$ cat src/rtl/ipv6_chain_pkg.sv
package ipv6_chain_pkg;
  localparam logic [7:0] NH_HOP   = 8'd0;
  localparam logic [7:0] NH_ROUTE = 8'd43;
  localparam logic [7:0] NH_DEST  = 8'd60;
  localparam logic [7:0] NH_TCP   = 8'd6;
  localparam logic [7:0] NH_UDP   = 8'd17;
  localparam logic [7:0] NH_ICMP  = 8'd58;
  localparam int BASE_LEN = 40;
  localparam int NH_OFF   = 6;

  typedef enum logic [1:0] {
    PT_OTHER = 2'd0,
    PT_TCP   = 2'd1,
    PT_UDP   = 2'd2,
    PT_ICMP  = 2'd3
  } ptype_e;

  typedef struct packed {
    logic   hop;
    logic   opt;
    ptype_e pt;
  } nh_class_t;
endpackage

$ cat src/rtl/ipv6_byte_pos.sv
module ipv6_byte_pos #(
  parameter int OFF_W = 12
) (
  input  logic             clk_i,
  input  logic             rst_ni,
  input  logic             valid_i,
  input  logic             sof_i,
  output logic [OFF_W-1:0] pos_o
);
  localparam logic [OFF_W-1:0] MAX_POS = {OFF_W{1'b1}};

  logic [OFF_W-1:0] cnt_q;

  assign pos_o = sof_i ? '0 : cnt_q;

  // saturate so an oversize packet never wraps onto a header boundary
  always_ff @(posedge clk_i or negedge rst_ni) begin
    if (!rst_ni)      cnt_q <= '0;
    else if (valid_i) cnt_q <= (pos_o == MAX_POS) ? MAX_POS : pos_o + 1'b1;
  end
endmodule

$ cat src/rtl/ipv6_nh_classify.sv
module ipv6_nh_classify
  import ipv6_chain_pkg::*;
(
  input  logic [7:0] code_i,
  output nh_class_t  cls_o
);
  always_comb begin
    cls_o = '{hop: 1'b0, opt: 1'b0, pt: PT_OTHER};
    case (code_i)
      NH_HOP:   cls_o.hop = 1'b1;
      NH_ROUTE: cls_o.opt = 1'b1;
      NH_DEST:  cls_o.opt = 1'b1;
      NH_TCP:   cls_o.pt  = PT_TCP;
      NH_UDP:   cls_o.pt  = PT_UDP;
      NH_ICMP:  cls_o.pt  = PT_ICMP;
      default:  cls_o.pt  = PT_OTHER;
    endcase
  end
endmodule

$ cat src/rtl/ipv6_chain_fsm.sv
module ipv6_chain_fsm
  import ipv6_chain_pkg::*;
#(
  parameter int OFF_W = 12
) (
  input  logic             clk_i,
  input  logic             rst_ni,
  input  logic             valid_i,
  input  logic             sof_i,
  input  logic             eof_i,
  input  logic [7:0]       data_i,
  input  logic [OFF_W-1:0] pos_i,
  input  nh_class_t        cls_i,
  output logic [7:0]       nh_o,
  output logic             done_o,
  output ptype_e           ptype_o,
  output logic             err_o,
  output logic             csum_ok_o,
  output logic [OFF_W-1:0] offset_o
);
  localparam int               SUM_W   = (OFF_W >= 12) ? OFF_W + 1 : 13;
  localparam logic [OFF_W-1:0] MAX_POS = {OFF_W{1'b1}};
  localparam logic [OFF_W-1:0] BASE_POS = OFF_W'(BASE_LEN);
  localparam logic [OFF_W-1:0] NH_POS   = OFF_W'(NH_OFF);

  logic             busy_q, first_q, len_pend_q;
  logic [7:0]       nh_q;
  logic [OFF_W-1:0] bound_q;

  logic acc, cont, at_nh, at_bound, at_len;
  logic is_ext, hop_bad, ovf;
  logic fin_ok, fin_err, fin;
  logic [SUM_W-1:0] hdr_bytes, sum;

  assign acc      = valid_i && (busy_q || sof_i);
  assign cont     = acc && !sof_i;
  assign at_nh    = cont && (pos_i == NH_POS);
  assign at_bound = cont && !len_pend_q && (pos_i == bound_q);
  assign at_len   = cont && len_pend_q;

  assign is_ext  = cls_i.hop || cls_i.opt;
  assign hop_bad = cls_i.hop && !first_q;

  assign hdr_bytes = (SUM_W'(data_i) + SUM_W'(1)) << 3;
  assign sum       = SUM_W'(bound_q) + hdr_bytes;
  assign ovf       = sum >= SUM_W'(MAX_POS);

  assign fin_ok  = at_bound && !is_ext;
  assign fin_err = (at_bound && hop_bad) || (at_len && ovf) || (acc && eof_i && !fin_ok);
  assign fin     = fin_ok || fin_err;

  assign nh_o = nh_q;

  always_ff @(posedge clk_i or negedge rst_ni) begin
    if (!rst_ni) begin
      busy_q     <= 1'b0;
      first_q    <= 1'b0;
      len_pend_q <= 1'b0;
      nh_q       <= '0;
      bound_q    <= '0;
    end else if (acc && sof_i) begin
      busy_q     <= !fin;
      first_q    <= 1'b1;
      len_pend_q <= 1'b0;
      bound_q    <= BASE_POS;
    end else if (cont) begin
      if (fin) busy_q <= 1'b0;
      if (at_nh) nh_q <= data_i;
      if (at_bound && is_ext && !hop_bad) begin
        nh_q       <= data_i;
        len_pend_q <= 1'b1;
        first_q    <= 1'b0;
      end
      if (at_len) begin
        len_pend_q <= 1'b0;
        bound_q    <= sum[OFF_W-1:0];
      end
    end
  end

  always_ff @(posedge clk_i or negedge rst_ni) begin
    if (!rst_ni) begin
      done_o    <= 1'b0;
      ptype_o   <= PT_OTHER;
      err_o     <= 1'b0;
      csum_ok_o <= 1'b0;
      offset_o  <= '0;
    end else begin
      done_o <= fin;
      if (fin) begin
        ptype_o   <= fin_ok ? cls_i.pt : PT_OTHER;
        err_o     <= !fin_ok;
        csum_ok_o <= fin_ok && (cls_i.pt != PT_OTHER);
        offset_o  <= fin_ok ? pos_i : '0;
      end
    end
  end
endmodule

$ cat src/rtl/ipv6_chain_walker.sv
module ipv6_chain_walker
  import ipv6_chain_pkg::*;
#(
  parameter int OFF_W = 12
) (
  input  logic             clk_i,
  input  logic             rst_ni,
  input  logic             valid_i,
  input  logic             sof_i,
  input  logic             eof_i,
  input  logic [7:0]       data_i,
  output logic             done_o,
  output logic [1:0]       ptype_o,
  output logic             err_o,
  output logic             csum_ok_o,
  output logic [OFF_W-1:0] offset_o
);
  logic [OFF_W-1:0] pos;
  logic [7:0]       nh;
  nh_class_t        cls;
  ptype_e           pt;

  ipv6_byte_pos #(.OFF_W(OFF_W)) u_pos (
    .clk_i   (clk_i),
    .rst_ni  (rst_ni),
    .valid_i (valid_i),
    .sof_i   (sof_i),
    .pos_o   (pos)
  );

  ipv6_nh_classify u_cls (
    .code_i (nh),
    .cls_o  (cls)
  );

  ipv6_chain_fsm #(.OFF_W(OFF_W)) u_fsm (
    .clk_i     (clk_i),
    .rst_ni    (rst_ni),
    .valid_i   (valid_i),
    .sof_i     (sof_i),
    .eof_i     (eof_i),
    .data_i    (data_i),
    .pos_i     (pos),
    .cls_i     (cls),
    .nh_o      (nh),
    .done_o    (done_o),
    .ptype_o   (pt),
    .err_o     (err_o),
    .csum_ok_o (csum_ok_o),
    .offset_o  (offset_o)
  );

  assign ptype_o = pt;
endmodule

$ cat config.mk
export PLATFORM = sky130hd
export DESIGN_NAME = ipv6_chain_walker
export DESIGN_NICKNAME = d
export VERILOG_FILES = /design/src/rtl/ipv6_chain_pkg.sv /design/src/rtl/ipv6_byte_pos.sv /design/src/rtl/ipv6_nh_classify.sv /design/src/rtl/ipv6_chain_fsm.sv /design/src/rtl/ipv6_chain_walker.sv
export SDC_FILE = /design/constraint.sdc
export NUM_CORES = 1
export LEC_CHECK = 0
export BUFFER_PORTS_ARGS = -buffer_cell sky130_fd_sc_hd__buf_2
export CORE_MARGIN = 4
export CORE_UTILIZATION = 40
export DETAILED_ROUTE_END_ITERATION = 16
export GPL_TIMING_DRIVEN = 0
export SLEW_MARGIN = 20
export SYNTH_ARGS = -nofsm -noshare
export SYNTH_HDL_FRONTEND = slang
export SYNTH_SLANG_ARGS = --single-unit
$ cat constraint.sdc
create_clock -name clk_i -period 2.6 [get_ports clk_i]
set_input_delay 0.52 -clock clk_i [delete_from_list [all_inputs] [get_ports clk_i]]
set_output_delay 0.52 -clock clk_i [all_outputs]
set_load 0.02 [all_outputs]
==> out/metrics.yaml, run 1 <==
cts_tree: "yes"
tritoncts.num_buffers: 5
clock-sinks: 49
synth.cells.most_frequent: "sky130_fd_sc_hd__dfrtp_1 (49), sky130_fd_sc_hd__nand2_1 (27), sky130_fd_sc_hd__a21oi_1 (24), sky130_fd_sc_hd__nor2_1 (24), sky130_fd_sc_hd__a22o_1 (15)"
clockRootBuffer: "sky130_fd_sc_hd__clkbuf_8"
num_antenna_cells: 0
max_cap_violations: 0
place_hpwl_um: 5292
rr_endpoint: "u_fsm.offset_o[0]"
boundaryPins: 30
drive_above_1_share: 0.2194
routabilityCongestion: 0.8409
post_synth.cell_area_avg_um2: 9.749
synth.ff_latch_count: 49
reg2reg_depth: 7
setup_viol: 0
post_layout_nonfiller_instances: 459
h-tree-depth: 2
worst_hold_path_type: "in -> async"
timing.critical_path.from_type: "input port"
post-route-period-util: 0.9322
status: "complete, no violations"
nFillCells: 703
dr_drc_count: 0
post_drt_wl_per_cell_um: 15.89
rsz0062_at_grt: "false"
synth_cells: 317
synth_top_cell_area_share: 0.3968
library_cell_appearing_most_often_on_the_critical_path: "sky130_fd_sc_hd__buf_6"
initial_utilization: 0.4194
report.final.slew_viol_count: 0
finalHoldViolCount: 0
criticalPathCategory: "in -> reg"
grt_antenna_before_repair: 0
max_slew.worst_pin.slew_ns: 0.6493
path_buf_inv: 2
critical_path.reg2reg.startpoint: "u_pos.cnt_q[8]"
die-width_um: 95.90
route.vias.total: 2497
number_of_flops_mapped_to_enable_cells_by_yosys: 0
critical_path.max_stage_delay_ns: 0.32
cts_max_path_buffers: 2
critPathRequiredTime_ns: 2.80
synth.net_count: 344
synth.top_cells.by_area: "sky130_fd_sc_hd__dfrtp_1 (40%), sky130_fd_sc_hd__ha_1 (5.3%), sky130_fd_sc_hd__a22o_1 (4.3%), sky130_fd_sc_hd__a21oi_1 (3.9%), sky130_fd_sc_hd__mux2_4 (3.9%)"
grt_pass1_wl_um: 12250
skew_ns: 0.01128
fp.coreArea_um2: 7370
yosys.cell_count.top_type: "sky130_fd_sc_hd__dfrtp_1"
critical-path-top-delay-family: "compound AO/OA/AOI/OAI gates"
placed_cells: 444
timing.final.crit_period_ns: 2.424
dieHeight_um: 95.90
area_growth_pct: 15.87
critical_path.cell_chain: "buf_6 -> ha_4 -> nand3_4 -> xnor2_2 -> ha_1 -> o211ai_1 -> o21ai_2 -> o221ai_2 -> a211o_1 -> and3_4 -> buf_6 -> a22o_1"
r2r_slack_ns: 0.25
cpMaxStageDelayCell: "sky130_fd_sc_hd__ha_1"
critical_path_capture_point_type: "flip-flop"
clk_pin_slew_ns: 0.10
netlist-cell-type-count: 60
yosys_warnings: 0
detail_route.wirelength_um: 7294
worstSkewPairLatency_ns: 0.31
final_core_util: 0.4859
first_global_vias: 2371
slew_headroom: 0.5672
floorplan.die_area_um2: 9197
grt_start_max_net_pins: 50
sequential_element_share_of_the_synthesized_area: 0.3968
worst-endpoint-arrival_ns: 2.63
global_route.usage.total: 0.1717
finalNetCount: 386
power.density_nw_per_um2: 440.3
fmax_ghz: 0.4126
portBuffers: 28
gr-total-overflow: 0
dominantRegCellSynth: "sky130_fd_sc_hd__dfrtp_1"
hold_slack_ns: 0.2221
route.antenna.remaining_nets: 0
stdcell_area_um2: 3581
detailed_place.area_um2: 3385
leakagePower_nw: 1.695
detail_route.first_pass.iterations: 4
first_iteration_detailed_routing_drc_count: 120
synthArstFlopShare: 1.000
num_rows: 31
timing.critical_path.fanout_max: 16
vdd_ir_drop_max_v: 0.0002723
route.detailed.vias_per_inst: 5.440
mappedNetlistArea_um2: 3090
library_cell_with_the_largest_summed_area_after_synthesis: "sky130_fd_sc_hd__dfrtp_1"
logic make-up after synthesis:
group,synth area share
AO/OA/AOI/OAI,0.2174
adder cells (fa/ha/maj),0.05911
multiplexers,0.04211
buffers and inverters,0.04251
XOR/XNOR,0.05668
AND/OR/NAND/NOR,0.1854
flip-flops,0.3968
area by class of cell:
cell class                 instances  area [µm²]  share of cell area
buffer                            11       77.57             0.02166
clock buffer                       5       68.82             0.01922
clock inverter                     3       25.02            0.006988
inverter                          13       48.80             0.01363
multi-input combinational        242        1785              0.4986
sequential                        49        1226              0.3424
tap                               99       123.9             0.03459
timing repair buffer              37       225.2             0.06289
per-stage QoR:
| stage | setup TNS [ns] | power, mW | setup WS [ns] |
|---|---|---|---|
| after global placement | -8.391 | 1.098 | -0.5207 |
| after global routing | 0 | 1.666 | 0.05620 |
| after floorplan | -0.2401 | 1.014 | -0.03002 |
| after detailed placement | -8.700 | 1.102 | -0.5473 |
| after CTS | 0 | 1.586 | 0.007886 |
| final | 0 | 1.577 | 0.1764 |
timing repair:
action,in CTS,in global routing
pin swaps,6,15
hold buffers,0,0
setup endpoints to repair,17,28
cloned,0,0
resized for setup,4,7
setup buffers,3,6
layout by cell type, fill, tap and decap left out, types with 4 or more instances in the layout:
master / netlist / layout
sky130_fd_sc_hd__inv_1: 10 / 9
sky130_fd_sc_hd__a31oi_1: 4 / 4
sky130_fd_sc_hd__buf_6: 4 / 5
sky130_fd_sc_hd__o21ai_1: 9 / 8
sky130_fd_sc_hd__o21ai_0: 6 / 6
sky130_fd_sc_hd__xor2_1: 8 / 8
sky130_fd_sc_hd__buf_2: 0 / 24
sky130_fd_sc_hd__nor2_1: 24 / 24
sky130_fd_sc_hd__a21o_1: 5 / 5
sky130_fd_sc_hd__nor4b_1: 5 / 5
sky130_fd_sc_hd__clkbuf_1: 8 / 6
sky130_fd_sc_hd__a22o_1: 15 / 15
sky130_fd_sc_hd__ha_1: 13 / 12
sky130_fd_sc_hd__nor2b_1: 7 / 7
sky130_fd_sc_hd__nand4_1: 4 / 4
sky130_fd_sc_hd__nand3_1: 9 / 8
sky130_fd_sc_hd__a21oi_1: 24 / 24
sky130_fd_sc_hd__o22a_1: 4 / 4
sky130_fd_sc_hd__nor3_1: 5 / 5
sky130_fd_sc_hd__and2_1: 5 / 5
sky130_fd_sc_hd__clkbuf_8: 0 / 6
sky130_fd_sc_hd__mux2_4: 8 / 8
sky130_fd_sc_hd__and3_1: 6 / 5
sky130_fd_sc_hd__nand2_1: 27 / 27
sky130_fd_sc_hd__buf_4: 1 / 11
sky130_fd_sc_hd__xnor2_1: 12 / 11
sky130_fd_sc_hd__dfrtp_1: 49 / 49
registers in the layout (all words and copies together) (netlist names):
name / cells
u_fsm.bound_q: 9
u_fsm.busy_q: 1
u_fsm.csum_ok_o: 1
u_fsm.done_o: 1
u_fsm.err_o: 1
u_fsm.first_q: 1
u_fsm.len_pend_q: 1
u_fsm.nh_o: 8
u_fsm.offset_o: 12
u_fsm.ptype_o: 2
u_pos.cnt_q: 12
report_power, final:
| part | switching (mW) | internal (mW) |
|---|---|---|
| Sequential | 0.0327 | 0.784 |
| Clock | 0.279 | 0.195 |
| Combinational | 0.162 | 0.123 |
| Total | 0.474 | 1.10 |
worst max path at each step:
stage          cells past startpoint           endpoint  slack (ns)       from
6_report                          12  u_fsm.offset_o[0]        0.18  data_i[1]
3_3_place_gp                      13  u_fsm.offset_o[4]       -0.52  data_i[0]
5_1_grt                           12    u_fsm.csum_ok_o        0.06  data_i[0]
4_1_cts                           13  u_fsm.offset_o[6]       0.008  data_i[0]
2_1_floorplan                     12  u_fsm.offset_o[6]       -0.03  data_i[0]
3_5_place_dp                      13  u_fsm.offset_o[6]       -0.55  data_i[0]
metal layers:
layer / global-route usage / wire length (µm) / vias to the layer above
li1: - / - / 1252
met5: 0 / 0 / -
met3: 0.03049 / 251 / 4
met4: 0.04265 / 71 / 0
met1: 0.2471 / 3668 / 1202
met2: 0.2669 / 3303 / 39
worst reg2reg max path, delay by kind of cell (launching register included):
kind            cells  cell delay, ns
simple gates        3            0.91
compound gates      3            0.69
flops               1            0.49
buf+inv             1            0.15
Note: power is estimated with default switching activity, not from simulation.
==> inputs of run 2 (changes only) <==
--- a/config.mk
+++ b/config.mk
@@ -9,7 +9,9 @@
 export CORE_MARGIN = 4
 export CORE_UTILIZATION = 40
 export DETAILED_ROUTE_END_ITERATION = 16
-export GPL_TIMING_DRIVEN = 0
+export GPL_TIMING_DRIVEN = 1
+export PLACE_DENSITY = 0.63
+export SETUP_SLACK_MARGIN = 0.2
 export SLEW_MARGIN = 20
 export SYNTH_ARGS = -nofsm -noshare
 export SYNTH_HDL_FRONTEND = slang
==> run 2 against run 1 <==
Against the previous run:
- via count rose by 5.0%
- register-to-register slack improved by 0.03 ns
- core utilization grew 2.5 points
- final cell count up 5.2%
- global-route usage increased by 0.61 points
- largest power group unchanged
- combinational power increased by 6%
- die area stayed put
==> out/metrics.yaml, run 2 (synthesis gave the netlist of run 1 again) <==
h-tree-depth: 2  # unchanged
vdd_ir_drop_max_v: 0.0001829  # -33%
slew_headroom: 0.5836  # +0.01643
critical_path_capture_point_type: "flip-flop"
grt_start_max_net_pins: 50  # unchanged
num_antenna_cells: 0  # unchanged
area_used_by_multi_input_combinational_logic_um2: 1808  # +1.3%
rsz0062_at_grt: "true"
r2r_slack_ns: 0.28  # +0.03 ns
critical-path-top-delay-family: "compound AO/OA/AOI/OAI gates"
route.detailed.vias_per_inst: 5.427  # -0.25%
hold_slack_ns: 0.2921  # +0.07002 ns
die-width_um: 95.90  # unchanged
initial_utilization: 0.4194  # unchanged
critPathRequiredTime_ns: 2.80  # about the same
critical_path.max_stage_delay_ns: 0.36  # +0.04 ns
max_cap_violations: 0  # unchanged
layout_common_cells: "sky130_fd_sc_hd__dfrtp_1 (47), sky130_fd_sc_hd__buf_4 (44), sky130_fd_sc_hd__nand2_1 (27), sky130_fd_sc_hd__buf_2 (27)"
detail_route.first_pass.iterations: 4  # unchanged
leakagePower_nw: 1.826  # +7.7%
fmax_ghz: 0.4290  # +4.0%
criticalPathCategory: "in -> reg"
finalNetCount: 410  # +6.2%
finalHoldViolCount: 0  # unchanged
clock-sinks: 49  # unchanged
boundaryPins: 30  # unchanged
ctsHoldBuffers: 0  # unchanged
largest_regs: "u_fsm.offset_o x12, u_pos.cnt_q x12, u_fsm.bound_q x9"
worst-endpoint-arrival_ns: 2.53  # -0.10 ns
clk_pin_slew_ns: 0.10  # about the same
area_growth_pct: 21.94
setup_viol: 0  # unchanged
worstSkewPairLatency_ns: 0.31  # about the same
startpoint: "data_i[0]"
timing.critical_path.from_type: "input port"
layout.cells.most_common: "sky130_fd_sc_hd__dfrtp_1"
cpMaxStageDelayCell: "sky130_fd_sc_hd__a211o_1"
clockRootBuffer: "sky130_fd_sc_hd__clkbuf_8"
num_rows: 31  # unchanged
route.antenna.remaining_nets: 0  # unchanged
detail_route.wirelength_um: 7739  # +6.1%
worstSetupEndpoint: "u_fsm.ptype_o[0]"
portBuffers: 29  # +3.6%
cts_tree: "yes"
critical_path.cell_chain: "buf_4 -> ha_4 -> nand3_4 -> xnor2_2 -> ha_1 -> o211ai_1 -> o21ai_2 -> o221ai_2 -> a211o_1 -> and3_4 -> a22o_1"
post-route-period-util: 0.8966  # -0.03560
path_depth: 11  # -1
place_hpwl_um: 5787  # +9.4%
drive_above_1_share: 0.2969  # +0.07743
path_buf_inv: 1  # -1
dieHeight_um: 95.90  # unchanged
first_global_vias: 2537  # +7.0%
power.density_nw_per_um2: 423.6  # -3.8%
layout.area.seq_um2: 1229  # +0.20%
fin_tns_setup_ns: 0  # unchanged
floorplan.die_area_um2: 9197  # unchanged
grt_pass1_wl_um: 12700  # +3.7%
route.vias.total: 2621  # +5.0%
critical_path.reg2reg.startpoint: "u_fsm.nh_o[3]"
report.final.slew_viol_count: 0  # unchanged
fp.coreArea_um2: 7370  # unchanged
worst_hold_path_type: "in -> async"
sum_of_internal_switching_and_leakage_power_mw: 1.596  # +1.2%
max_slew.worst_pin.slew_ns: 0.6246  # -0.02465 ns
nFillCells: 675  # -4.0%
tritoncts.num_buffers: 5  # unchanged
status: "complete, no violations"
first_iteration_detailed_routing_drc_count: 184  # +53%
gr-total-overflow: 0  # unchanged
routabilityCongestion: 0.8328  # -0.96%
rr_endpoint: "u_fsm.nh_o[7]"
reg2reg_depth: 6  # -1
skew_ns: 0.01521  # +0.003930 ns
final_core_util: 0.5114  # +0.02547
post_drt_wl_per_cell_um: 16.02  # +0.83%
dr_drc_count: 0  # unchanged
global_route.usage.total: 0.1778  # +0.006082
timing.critical_path.fanout_max: 8  # -8
grt_antenna_before_repair: 0  # unchanged
cts_max_path_buffers: 2  # unchanged
timing.final.crit_period_ns: 2.331  # -0.09256 ns
==> run 2: cell count changes in the layout (fill, tap and decap cells not counted), sizes merged <==
| cell | delta |
|---|---|
| and3 | +1 |
| buf | +31 |
| clkbuf | -8 |
==> run 2: per-stage QoR <==
stage | instances | area, µm² | setup slack, ns
finish | 483 | 3769 | 0.2690
detailed placement | 472 | 3600 | -0.3740
CTS | 480 | 3699 | 0.2012
global route | 483 | 3769 | 0.1923
floorplan | 317 | 3123 | -0.03002
global placement | 472 | 3600 | -0.2742
==> run 2: power by group <==
| part | switching (mW) | leakage [nW] | total, mW | internal [mW] |
|---|---|---|---|---|
| Sequential | 0.0368 | 0.643 | 0.821 | 0.785 |
| Clock | 0.277 | 0.0447 | 0.472 | 0.195 |
| Combinational | 0.163 | 1.14 | 0.303 | 0.140 |
| Total | 0.477 | 1.83 | 1.60 | 1.12 |
==> run 2: repair_timing <==
action                     4_1_cts  5_1_grt
gates cloned                     0        1
buffers inserted                 0        2
pin swaps                        2        8
resized for setup                2       12
setup endpoints to repair       25       26
==> run 2: worst min-delay path by stage <==
stage | start | endpoint | slack [ns] | cells after the start
after global placement | u_fsm.offset_o[2] | u_fsm.offset_o[2] | 0.47 | 1
after CTS | rst_ni | u_pos.cnt_q[7] | 0.32 | 2
final | rst_ni | u_pos.cnt_q[8] | 0.29 | 2
after global routing | rst_ni | u_pos.cnt_q[8] | 0.34 | 2
after detailed placement | u_fsm.offset_o[2] | u_fsm.offset_o[2] | 0.47 | 1
after floorplan | rst_ni | u_fsm.bound_q[10] | 0.22 | 0
==> run 2: area by class of cell <==
class / count / share of cell area
inverters: 13 / 0.01295
well taps: 99 / 0.03287
flip-flops and latches: 49 / 0.3260
multi-input cells: 243 / 0.4797
clock buffers: 5 / 0.01826
repair buffers: 71 / 0.1235
clock inverters: 3 / 0.006640
==> run 2: worst reg2reg max path: cells and delay by family, from the launching register on <==
kind / cells / cell delay, ns
compound gates: 3 / 0.63
simple gates: 2 / 0.78
mux: 1 / 0.34
flops: 1 / 0.47
==> run 2: metal layers <==
metal / vias up / track usage / routed length, µm
li1: 1296 / - / -
met2: 65 / 0.2774 / 3581
met3: 10 / 0.03206 / 384
met4: 0 / 0.05332 / 133
met5: - / 0 / 0
met1: 1250 / 0.2505 / 3640
==> inputs of run 3 (changes only) <==
--- a/config.mk
+++ b/config.mk
@@ -10,7 +10,7 @@
 export CORE_UTILIZATION = 40
 export DETAILED_ROUTE_END_ITERATION = 16
 export GPL_TIMING_DRIVEN = 1
-export PLACE_DENSITY = 0.63
+export PLACE_DENSITY = 0.65
 export SETUP_SLACK_MARGIN = 0.2
 export SLEW_MARGIN = 20
 export SYNTH_ARGS = -nofsm -noshare
==> constraint.sdc (replaced) <==
create_clock -name clk_i -period 2 [get_ports clk_i]
set_input_delay 0.4 -clock clk_i [delete_from_list [all_inputs] [get_ports clk_i]]
set_output_delay 0.4 -clock clk_i [all_outputs]
set_load 0.02 [all_outputs]
==> run 3 against run 2 <==
Against the previous run:
- the flow now finishes with violations (setup timing)
- critical path depth is 5 lower
- register-to-register slack worse by 0.56 ns
- sequential power is 28% higher
- cell area up 25%
- worst hold slack worse by 0.25 ns
- non-clock buffer count is 74 higher
- first-iteration DRC count rose by 1.6%
- core utilization rose by 13 points
- flip-flop and latch count unchanged
- power rose by 45%
==> out/metrics.yaml, run 3 (synthesis gave the netlist of run 1 again) <==
status: "complete, but fails checks"
violated_checks: "setup timing"
grt_antenna_before_repair: 0  # unchanged
dieHeight_um: 95.90  # unchanged
slew_headroom: 0.6705  # +0.08691
pre_cts_slack_ns: -0.7151  # -0.3411 ns
vdd_ir_drop_max_v: 0.0002750  # +50%
cellInternalPower_mw: 1.603  # +43%
layout_common_cells: "sky130_fd_sc_hd__buf_4 (97), sky130_fd_sc_hd__dfrtp_1 (44), sky130_fd_sc_hd__buf_2 (27)"
floorplan.die_area_um2: 9197  # unchanged
final_core_util: 0.6368  # +0.1255
critical_path.max_stage_delay_ns: 0.56  # +0.20 ns
timing.critical_path.fanout_max: 8  # unchanged
worst_hold_path_type: "in -> async"
cts_tree: "yes"
worst-endpoint-arrival_ns: 2.48  # -0.05 ns
layout.cells.most_common: "sky130_fd_sc_hd__buf_4"
setup_viol: 29  # +29
max_slew.worst_pin.slew_ns: 0.4874  # -0.1372 ns
clock-sinks: 49  # unchanged
routabilityCongestion: 0.8187  # -1.7%
max_cap_violations: 0  # unchanged
sum_of_internal_switching_and_leakage_power_mw: 2.313  # +45%
leakagePower_nw: 2.307  # +26%
cpMaxStageDelayCell: "sky130_fd_sc_hd__or4_4"
timing.critical_path.from_type: "flip-flop"
sequentialPowerShare: 0.455  # -0.060
boundaryPins: 30  # unchanged
ctsHoldBuffers: 0  # unchanged
skew_ns: 0.01719  # +0.001980 ns
first_global_vias: 2973  # +17%
comb_power_share: 0.272  # +0.082
net_sw_power_mw: 0.7092  # +49%
fin_tns_setup_ns: -6.431  # -6.431 ns
fp.coreArea_um2: 7370  # unchanged
rsz0062_at_grt: "true"
route.vias.total: 3006  # +15%
portBuffers: 29  # unchanged
detail_route.first_pass.iterations: 5  # +1
drive_above_1_share: 0.4945  # +0.1977
r2r_slack_ns: -0.28  # -0.56 ns
h-tree-depth: 2  # unchanged
finalNetCount: 483  # +18%
post_route_setup_slack_ns: -0.2796  # -0.5485 ns
finalHoldViolCount: 0  # unchanged
swShare: 0.3067  # +0.007743
criticalPathCategory: "reg -> reg"
reg2reg_depth: 6  # unchanged
first_iteration_detailed_routing_drc_count: 187  # +1.6%
rr_endpoint: "u_fsm.nh_o[6]"
route.detailed.vias_per_inst: 5.406  # -0.37%
critical_path.cell_chain: "or4_4 -> a211oi_4 -> a22oi_2 -> nor4_4 -> o21ai_4 -> mux2_4"
critPathRequiredTime_ns: 2.20  # -0.60 ns
clockRootBuffer: "sky130_fd_sc_hd__clkbuf_8"
grt_pass1_wl_um: 14150  # +11%
report.final.slew_viol_count: 0  # unchanged
fmax_ghz: 0.4387
post-route-period-util: 1.140
critical_path.reg2reg.startpoint: "u_fsm.nh_o[1]"
clk_pin_slew_ns: 0.11  # about the same
route.antenna.remaining_nets: 0  # unchanged
power.density_nw_per_um2: 492.8  # +16%
timing.final.crit_period_ns: 2.280
post_drt_wl_per_cell_um: 16.25  # +1.4%
clock_power_share: 0.273  # -0.022
num_antenna_cells: 0  # unchanged
largest_regs: "u_fsm.offset_o x12, u_pos.cnt_q x12, u_fsm.bound_q x9"
tritoncts.num_buffers: 5  # unchanged
detail_route.wirelength_um: 9034  # +17%
worstSkewPairLatency_ns: 0.32  # about the same
area_growth_pct: 51.86
global_route.usage.total: 0.1989  # +0.02114
post_layout_nonfiller_instances: 556  # +15%
place_hpwl_um: 6380  # +10%
cts_max_path_buffers: 2  # unchanged
grt_start_max_net_pins: 50  # unchanged
gr-total-overflow: 0  # unchanged
num_rows: 31  # unchanged
dr_drc_count: 0  # unchanged
critical_path_capture_point_type: "flip-flop"
die-width_um: 95.90  # unchanged
initial_utilization: 0.4194  # unchanged
placed_cells: 528  # +12%
## run 3: cell count changes in the layout (fill, tap and decap cells not counted), sizes merged
| cell | before | now |
|---|---|---|
| and3 | 8 | 7 |
| buf | 71 | 145 |
| clkinv | 2 | 1 |
| clkinvlp | 1 | 2 |
## run 3: worst max-delay path by stage
stage / from / end / slack (ns) / depth (start not counted)
after floorplan: data_i[0] / u_fsm.offset_o[6] / -0.51 / 12
after global placement: data_i[0] / u_fsm.offset_o[3] / -0.65 / 12
after detailed placement: data_i[0] / u_fsm.offset_o[0] / -0.72 / 12
after CTS: data_i[1] / u_fsm.csum_ok_o / -0.26 / 12
after global routing: u_fsm.nh_o[5] / u_fsm.nh_o[6] / -0.35 / 7
final: u_fsm.nh_o[1] / u_fsm.nh_o[6] / -0.28 / 6
## run 3: through the flow
step / area (µm²) / hold slack, ns
after floorplan: 3213 / 0.1044
after global placement: 4139 / 0.4046
after detailed placement: 4139 / 0.4113
after CTS: 4544 / 0.06135
after global routing: 4693 / 0.08628
final: 4693 / 0.04495
## run 3: per-layer routing
layer  share of wire  vias up  GRT usage  wire length (µm)
li1                -     1438          -                 -
met1            0.45     1481     0.2627              4075
met2            0.49       76     0.3341              4467
met3           0.041       11    0.03206               373
met4           0.013        0    0.06043               117
met5               0        -          0                 0
## run 3: cell type report
| type | count | area (µm²) |
|---|---|---|
| fill | 590 | 2676 |
| multi-input combinational | 242 | 2034 |
| sequential | 49 | 1232 |
| timing repair buffer | 145 | 1146 |
| tap | 99 | 123.9 |
| clock buffer | 5 | 68.82 |
| inverter | 13 | 61.31 |
| clock inverter | 3 | 26.28 |
## run 3: power by group through the flow
stage	Sequential (mW)	Combinational [mW]	Clock, mW
global route	1.05	0.680	0.680
CTS	1.05	0.591	0.644
global placement	1.07	0.504	0
floorplan	1.07	0.270	0
finish	1.05	0.629	0.631
detailed placement	1.07	0.514	0
## run 3: worst max-delay path: cells and delay by family (launching register included)
kind	cells	cell delay, ns
simple gates	2	0.79
compound gates	3	0.59
flops	1	0.47
mux	1	0.33
## run 3: timing repair
action                     4_1_cts  5_1_grt
resized for setup               46       24
setup endpoints to repair       41       44
cloned                           1        0
pin swaps                       27       19
buffers inserted                12        7
